==> src/rtl/dfw_pkg.sv <==
package dfw_pkg;

  typedef enum logic [1:0] {
    FW_IDLE = 2'd0,
    FW_LOW  = 2'd1,
    FW_HIGH = 2'd2
  } fw_state_e;

  function automatic int unsigned fw_max(input int unsigned a, input int unsigned b);
    return (a > b) ? a : b;
  endfunction

  function automatic int unsigned fw_ceil_div(input int unsigned n, input int unsigned d);
    return (n + d - 1) / d;
  endfunction

endpackage

==> src/rtl/dfw_halfper.sv <==
module dfw_halfper #(
  parameter int unsigned HALF = 2
) (
  input  logic clk,
  input  logic rst_n,
  input  logic run,
  output logic tick
);
  localparam int unsigned CW = (HALF > 1) ? $clog2(HALF) : 1;

  logic [CW-1:0] cnt_q, cnt_d;

  always_comb begin
    tick  = run && (cnt_q == CW'(HALF - 1));
    cnt_d = cnt_q;
    if (!run || tick) cnt_d = '0;
    else              cnt_d = cnt_q + 1'b1;
  end

  always_ff @(posedge clk or negedge rst_n) begin
    if (!rst_n) cnt_q <= '0;
    else        cnt_q <= cnt_d;
  end

  AST_HALF_IDLE_ZERO: assert property (@(posedge clk) disable iff (!rst_n)
    !run |=> (cnt_q == '0) || run);
endmodule

==> src/rtl/dfw_shreg.sv <==
module dfw_shreg #(
  parameter int unsigned CODE_W = 12,
  parameter int unsigned FILL_W = 4
) (
  input  logic              clk,
  input  logic              rst_n,
  input  logic              load,
  input  logic              shift,
  input  logic              clear,
  input  logic [CODE_W-1:0] code,
  output logic              sdo,
  output logic              last
);
  localparam int unsigned WORD_W = CODE_W + FILL_W;
  localparam int unsigned BW     = $clog2(WORD_W);

  logic [WORD_W-1:0] sr_q, sr_d;
  logic [BW-1:0]     bit_q, bit_d;

  always_comb begin
    sr_d  = sr_q;
    bit_d = bit_q;
    if (clear) begin
      sr_d  = '0;
      bit_d = '0;
    end else if (load) begin
      sr_d  = {{FILL_W{1'b0}}, code};
      bit_d = '0;
    end else if (shift) begin
      sr_d  = {sr_q[WORD_W-2:0], 1'b0};
      bit_d = bit_q + 1'b1;
    end
  end

  always_ff @(posedge clk or negedge rst_n) begin
    if (!rst_n) begin
      sr_q  <= '0;
      bit_q <= '0;
    end else begin
      sr_q  <= sr_d;
      bit_q <= bit_d;
    end
  end

  assign sdo  = sr_q[WORD_W-1];
  assign last = (bit_q == BW'(WORD_W - 1));

  AST_SHIFT_IN_RANGE: assert property (@(posedge clk) disable iff (!rst_n)
    shift |-> (bit_q < BW'(WORD_W - 1)));
endmodule

==> src/rtl/dfw_pacer.sv <==
module dfw_pacer #(
  parameter int unsigned CSH_CYC    = 2,
  parameter int unsigned SETTLE_CYC = 6250
) (
  input  logic clk,
  input  logic rst_n,
  input  logic start,
  input  logic settle_en,
  output logic open
);
  localparam int unsigned HW = $clog2(CSH_CYC + 1);
  localparam int unsigned SW = $clog2(SETTLE_CYC + 1);

  logic [HW-1:0] hold_q, hold_d;
  logic [SW-1:0] sett_q, sett_d;

  always_comb begin
    hold_d = hold_q;
    sett_d = sett_q;
    if (start) begin
      hold_d = HW'(CSH_CYC - 1);
      sett_d = SW'(SETTLE_CYC - 1);
    end else begin
      if (hold_q != '0) hold_d = hold_q - 1'b1;
      if (sett_q != '0) sett_d = sett_q - 1'b1;
    end
  end

  always_ff @(posedge clk or negedge rst_n) begin
    if (!rst_n) begin
      hold_q <= '0;
      sett_q <= '0;
    end else begin
      hold_q <= hold_d;
      sett_q <= sett_d;
    end
  end

  assign open = (hold_q == '0) && (!settle_en || (sett_q == '0));

  AST_HOLD_DECREASES: assert property (@(posedge clk) disable iff (!rst_n)
    (hold_q != '0) && !start |=> (hold_q == $past(hold_q) - 1'b1));
endmodule

==> src/rtl/dac_frame_writer.sv <==
module dac_frame_writer
  import dfw_pkg::*;
#(
  parameter int unsigned CODE_W      = 12,
  parameter int unsigned FILL_W      = 4,
  parameter int unsigned SYS_FREQ_HZ = 250_000_000,
  parameter int unsigned SCLK_MAX_HZ = 14_000_000,
  parameter int unsigned DIV_HALF    = 1,
  parameter int unsigned CSH_CYC     = 2,
  parameter int unsigned SETTLE_US   = 25
) (
  input  logic              clk,
  input  logic              rst_n,
  input  logic              code_valid,
  output logic              code_ready,
  input  logic [CODE_W-1:0] code_data,
  input  logic              settle_en,
  output logic              dac_cs_n,
  output logic              dac_sclk,
  output logic              dac_sdo,
  output logic              frame_done
);
  localparam int unsigned MIN_DIV    = fw_ceil_div(SYS_FREQ_HZ, 2 * SCLK_MAX_HZ);
  localparam int unsigned DIV_EFF    = fw_max(fw_max(DIV_HALF, MIN_DIV), 1);
  localparam int unsigned SETTLE_CYC = fw_max((SYS_FREQ_HZ / 1_000_000) * SETTLE_US, 1);
  localparam int unsigned CSH_EFF    = fw_max(CSH_CYC, 1);

  fw_state_e st_q, st_d;
  logic      cs_n_q, cs_n_d;
  logic      sclk_q, sclk_d;
  logic      done_q, done_d;
  logic      tick, last, pace_open;
  logic      accept, sr_load, sr_shift, sr_clear;

  dfw_halfper #(.HALF(DIV_EFF)) u_half (
    .clk  (clk),
    .rst_n(rst_n),
    .run  (st_q != FW_IDLE),
    .tick (tick)
  );

  dfw_shreg #(.CODE_W(CODE_W), .FILL_W(FILL_W)) u_sr (
    .clk  (clk),
    .rst_n(rst_n),
    .load (sr_load),
    .shift(sr_shift),
    .clear(sr_clear),
    .code (code_data),
    .sdo  (dac_sdo),
    .last (last)
  );

  dfw_pacer #(.CSH_CYC(CSH_EFF), .SETTLE_CYC(SETTLE_CYC)) u_pace (
    .clk      (clk),
    .rst_n    (rst_n),
    .start    (done_d),
    .settle_en(settle_en),
    .open     (pace_open)
  );

  assign code_ready = (st_q == FW_IDLE) && pace_open;
  assign accept     = code_valid && code_ready;

  always_comb begin
    st_d     = st_q;
    cs_n_d   = cs_n_q;
    sclk_d   = sclk_q;
    done_d   = 1'b0;
    sr_load  = 1'b0;
    sr_shift = 1'b0;
    sr_clear = 1'b0;
    unique case (st_q)
      FW_IDLE: begin
        if (accept) begin
          st_d    = FW_LOW;
          cs_n_d  = 1'b0;
          sr_load = 1'b1;
        end
      end
      FW_LOW: begin
        if (tick) begin
          st_d   = FW_HIGH;
          sclk_d = 1'b1;
        end
      end
      FW_HIGH: begin
        if (tick) begin
          sclk_d = 1'b0;
          if (last) begin
            st_d     = FW_IDLE;
            cs_n_d   = 1'b1;
            done_d   = 1'b1;
            sr_clear = 1'b1;
          end else begin
            st_d     = FW_LOW;
            sr_shift = 1'b1;
          end
        end
      end
      default: begin
        st_d   = FW_IDLE;
        cs_n_d = 1'b1;
        sclk_d = 1'b0;
      end
    endcase
  end

  always_ff @(posedge clk or negedge rst_n) begin
    if (!rst_n) begin
      st_q   <= FW_IDLE;
      cs_n_q <= 1'b1;
      sclk_q <= 1'b0;
      done_q <= 1'b0;
    end else begin
      st_q   <= st_d;
      cs_n_q <= cs_n_d;
      sclk_q <= sclk_d;
      done_q <= done_d;
    end
  end

  assign dac_cs_n   = cs_n_q;
  assign dac_sclk   = sclk_q;
  assign frame_done = done_q;

  AST_READY_LOW_IN_FRAME: assert property (@(posedge clk) disable iff (!rst_n)
    !dac_cs_n |-> !code_ready);
  AST_DONE_ON_CS_RISE: assert property (@(posedge clk) disable iff (!rst_n)
    frame_done |-> $rose(dac_cs_n));
  AST_CS_RISE_GIVES_DONE: assert property (@(posedge clk) disable iff (!rst_n)
    $rose(dac_cs_n) |-> frame_done);
  AST_SCLK_IDLE_LOW: assert property (@(posedge clk) disable iff (!rst_n)
    dac_cs_n |-> !dac_sclk);
  AST_SDO_HOLD_HIGH: assert property (@(posedge clk) disable iff (!rst_n)
    (dac_sclk && $past(dac_sclk)) |-> $stable(dac_sdo));
  AST_SDO_IDLE_LOW: assert property (@(posedge clk) disable iff (!rst_n)
    dac_cs_n |-> !dac_sdo);
  AST_CS_FALL_AFTER_ACCEPT: assert property (@(posedge clk) disable iff (!rst_n)
    accept |=> !dac_cs_n && !dac_sclk);
endmodule

==> config.mk <==
export PLATFORM = sky130hd
export DESIGN_NAME = dac_frame_writer
export DESIGN_NICKNAME = d
export VERILOG_FILES = /design/src/rtl/dfw_pkg.sv /design/src/rtl/dfw_halfper.sv /design/src/rtl/dfw_shreg.sv /design/src/rtl/dfw_pacer.sv /design/src/rtl/dac_frame_writer.sv
export SDC_FILE = /design/constraint.sdc
export NUM_CORES = 1
export LEC_CHECK = 0
export BUFFER_PORTS_ARGS = -buffer_cell sky130_fd_sc_hd__buf_2
export CAP_MARGIN = 20
export CORE_ASPECT_RATIO = 1.1
export CORE_MARGIN = 2
export CORE_UTILIZATION = 45
export CTS_BUF_LIST = sky130_fd_sc_hd__clkbuf_8
export DETAILED_ROUTE_END_ITERATION = 8
export GPL_ROUTABILITY_DRIVEN = 0
export GPL_TIMING_DRIVEN = 1
export PLACE_DENSITY = 0.74
export SYNTH_ARGS = -nofsm -noshare
export SYNTH_HDL_FRONTEND = slang
export SYNTH_SLANG_ARGS = --single-unit
==> constraint.sdc <==
create_clock -name clk -period 2.6 [get_ports clk]
set_input_delay 0.39 -clock clk [delete_from_list [all_inputs] [get_ports clk]]
set_output_delay 0.39 -clock clk [all_outputs]
set_load 0.02 [all_outputs]
==> out/results.txt <==
Outcome -> finished clean
Ys flop type -> dfrtp_1
TritonCTS clock tree -> done
Top cell type by total area after synthesis -> dfrtp_1
Library cells used by synthesis -> 42
Finished Layout Cells -> 319
Core area -> 0.00493 mm²
Synth Area in XOR/XNOR -> 0.0193
DP HPWL -> 2.90 mm
Final net count -> 282
Syn. warnings -> 0
P&R area growth vs syn -> 13.2%
Antenna fix cells -> 0
Busiest layer in global routing -> met2
Inst Count DP -> 307
Met1 usage -> 0.224
First-pass GRT wire length -> 7.13 mm
Dpl cell area -> 0.00242 mm²
Vias post-DR -> 1742
Rel. slew slack -> 0.562
Clock sink count -> 44
Overall routing resource usage -> 0.160
Die Width -> 71.7 µm
Crit path required time -> 2210 ps
Clock Tree Root -> clkbuf_8
Crit path kind -> reg -> out
Arrival time of the worst setup path -> 2190 ps
Skew final -> 4.93 ps
Hold Path Class -> in -> async
Critical-path cell list -> inv_2 -> ha_4 -> or4b_4 -> or4_4 -> a21oi_2 -> buf_4
Die height -> 78.5 µm
Initial detailed-routing violation count -> 72
Leak pwr -> 1.24 nW
Count of pins over their slew limit -> 0
FFs w/ async S/R, synth -> 1.00
CP Capture Type -> output port
Simple-gate share of the synthesized area -> 0.204
Die Area -> 0.00563 mm²
I/O pin cnt -> 21
Initial antenna violation count -> 0
Num CTS Buffers -> 5
R2r setup slk -> 150 ps
Synthesized-area fraction occupied by adder cells -> 0.0331
Period minus WS final -> 2580 ps
Clk_lat worst skew -> 290 ps
Period utilization -> 0.992
CP startpoint kind -> flip-flop
Routed wire per std cell -> 13.5 µm
Total gr overflow -> 0
Final Hold Fails -> 0
Layout cell share with drive strength beyond 1 -> 0.222
Pwr dens -> 1220 mW/mm²
Hold_buf cts -> 0
Most common library cells after synthesis -> 43 x dfrtp_1, 31 x o21ai_0, 28 x nand2_1
Post-synth top area share -> 0.474
Final WL -> 4.29 mm
Largest net degree at the start of global routing -> 24
Max Cap Viol -> 0
Fmax -> 388 MHz
Slowest cell delay on critical path -> 530 ps
Slew @ Worst Pin -> 656 ps
Post-synthesis mux area share -> 0.0739
RSZ-0062 raised after global routing -> yes
Tot Pwr -> 3.14 mW
DRT antenna net count -> 0
RR Startpoint -> u_pace.sett_q[1]
Vias in the first global route -> 1529
Largest family of logic cells by synthesized area -> simple AND/OR/NAND/NOR gates
Starting density of the core -> 0.460
Worst Path Max Fanout -> 3
Peak VDD IR -> 0.584 mV
PortBufs -> 20
Avg Cell Area, Syn -> 9.61 µm²
Syn Nets -> 258
# rows -> 27
Most common cell in the netlist -> dfrtp_1
Post-Syn Instances -> 236
Worst R2R End -> u_sr.sr_q[1]
Initial DRT Pass Iterations -> 4
Worst R2R Path Depth -> 7
Vias per std cell -> 5.46
Synth Area in Compound Gates -> 0.143
CTS H-tree lvls -> 2
Register area share after synthesis -> 0.486
Met3 Usage GRT -> 0.0347
Syn Std Cell Area -> 0.00227 mm²
Seq cells post-synth -> 44
Synth area leaders -> dfrtp_1 47%, o21ai_0 6.8%, mux2_4 6.0%, nand2_1 4.6%, a21oi_1 3.8%
Final setup fails -> 0
GR Util met2 -> 0.246
Clock tree buffer depth -> 2
Worst-path cell with the longest stage delay -> or4_4
EDFF count, synth -> 0
Design Area, Final -> 0.00257 mm²
Clock Pin Slew Worst Setup and Hold Paths -> 80 ps
Fillers -> 449
Residual DRC -> 0
-- critical path, delay by kind of cell (launching register included) --
kind            cells  cell delay, ps
simple gates        2             990
flops               1             410
buf+inv             2             240
compound gates      1             140
fa+ha+maj           1             120
-- per-stage QoR --
stage | util | TNS (ps) | hold WS, ps | setup WS [ps]
2_1_floorplan | - | 0 | 94.4 | 132
3_3_place_gp | 0.492 | 0 | 396 | 202
3_5_place_dp | 0.492 | 0 | 395 | 181
4_1_cts | 0.511 | 0 | 78.3 | 2.06
5_1_grt | 0.521 | -65.2 | 97.2 | -65.2
6_report | 0.521 | 0 | 62.6 | 20.4
-- power by group --
part           internal [mW]  switching (mW)
clock                  0.209           0.215
sequential             0.925           0.136
combinational          0.850           0.803
total                   1.98            1.15
-- cell families (layout without fill, tap and decap cells) --
group | count (synthesis) | count (layout)
xor+xnor | 5 | 5
fa+ha+maj | 6 | 6
mux | 12 | 12
compound gates | 58 | 58
buf+inv | 20 | 45
simple gates | 91 | 91
flops | 44 | 44
-- state kept, by name, indices dropped and copies added, names as in the netlist --
name and flops:
u_pace.hold_q 2, frame_done 1, st_q 2, u_half.cnt_q 4
dac_cs_n 1, u_sr.bit_q 4, u_sr.sr_q 16, u_pace.sett_q 13
dac_sclk 1
-- how the worst max path moves through the flow --
stage	startpoint	to	slack (ps)	cells after the start
3_5_place_dp	u_pace.sett_q[0]	u_sr.sr_q[1]	180	7
3_3_place_gp	u_pace.sett_q[0]	u_sr.sr_q[1]	200	7
4_1_cts	u_pace.sett_q[0]	code_ready	2	6
6_report	u_pace.sett_q[1]	code_ready	20	6
2_1_floorplan	u_pace.sett_q[0]	code_ready	130	6
5_1_grt	u_pace.sett_q[1]	code_ready	-70	6
-- placed cells by master, fill, tap and decap left out, drive strengths merged, types with 3 or more instances in the layout --
master | Yosys | final
a21oi | 18 | 18
buf | 4 | 28
clkbuf | 7 | 6
dfrtp | 43 | 43
ha | 6 | 6
inv | 8 | 10
mux2 | 11 | 11
nand2 | 28 | 28
nand3 | 14 | 14
nor2 | 18 | 18
nor2b | 3 | 3
nor3 | 3 | 3
nor4 | 3 | 3
o21ai | 31 | 31
o31ai | 3 | 3
or2 | 3 | 3
or3 | 3 | 3
or4 | 5 | 5
or4b | 3 | 3
xor2 | 3 | 3
-- timing repair --
item,4_1_cts,5_1_grt
gates resized for setup,2,5
gates cloned,0,0
setup buffers,0,4
endpoints found under the setup margin,1,1
pin swaps,0,2
-- cell type report --
type,instances,area [µm²],share of cell area
clock inverter,2,7.51,0.00292
timing repair buffer,28,175,0.0682
multi-input combinational,172,1090,0.426
tap,58,72.6,0.0283
sequential,44,1100,0.429
clock buffer,6,82.6,0.0322
inverter,9,33.8,0.0132
-- routing by layer --
| metal | share of wire | vias up |
|---|---|---|
| met5 | 0 | - |
| met2 | 0.47 | 51 |
| met1 | 0.47 | 809 |
| met4 | 0.015 | 0 |
| li1 | - | 875 |
| met3 | 0.049 | 7 |
Note: power is estimated with default switching activity, not from simulation.
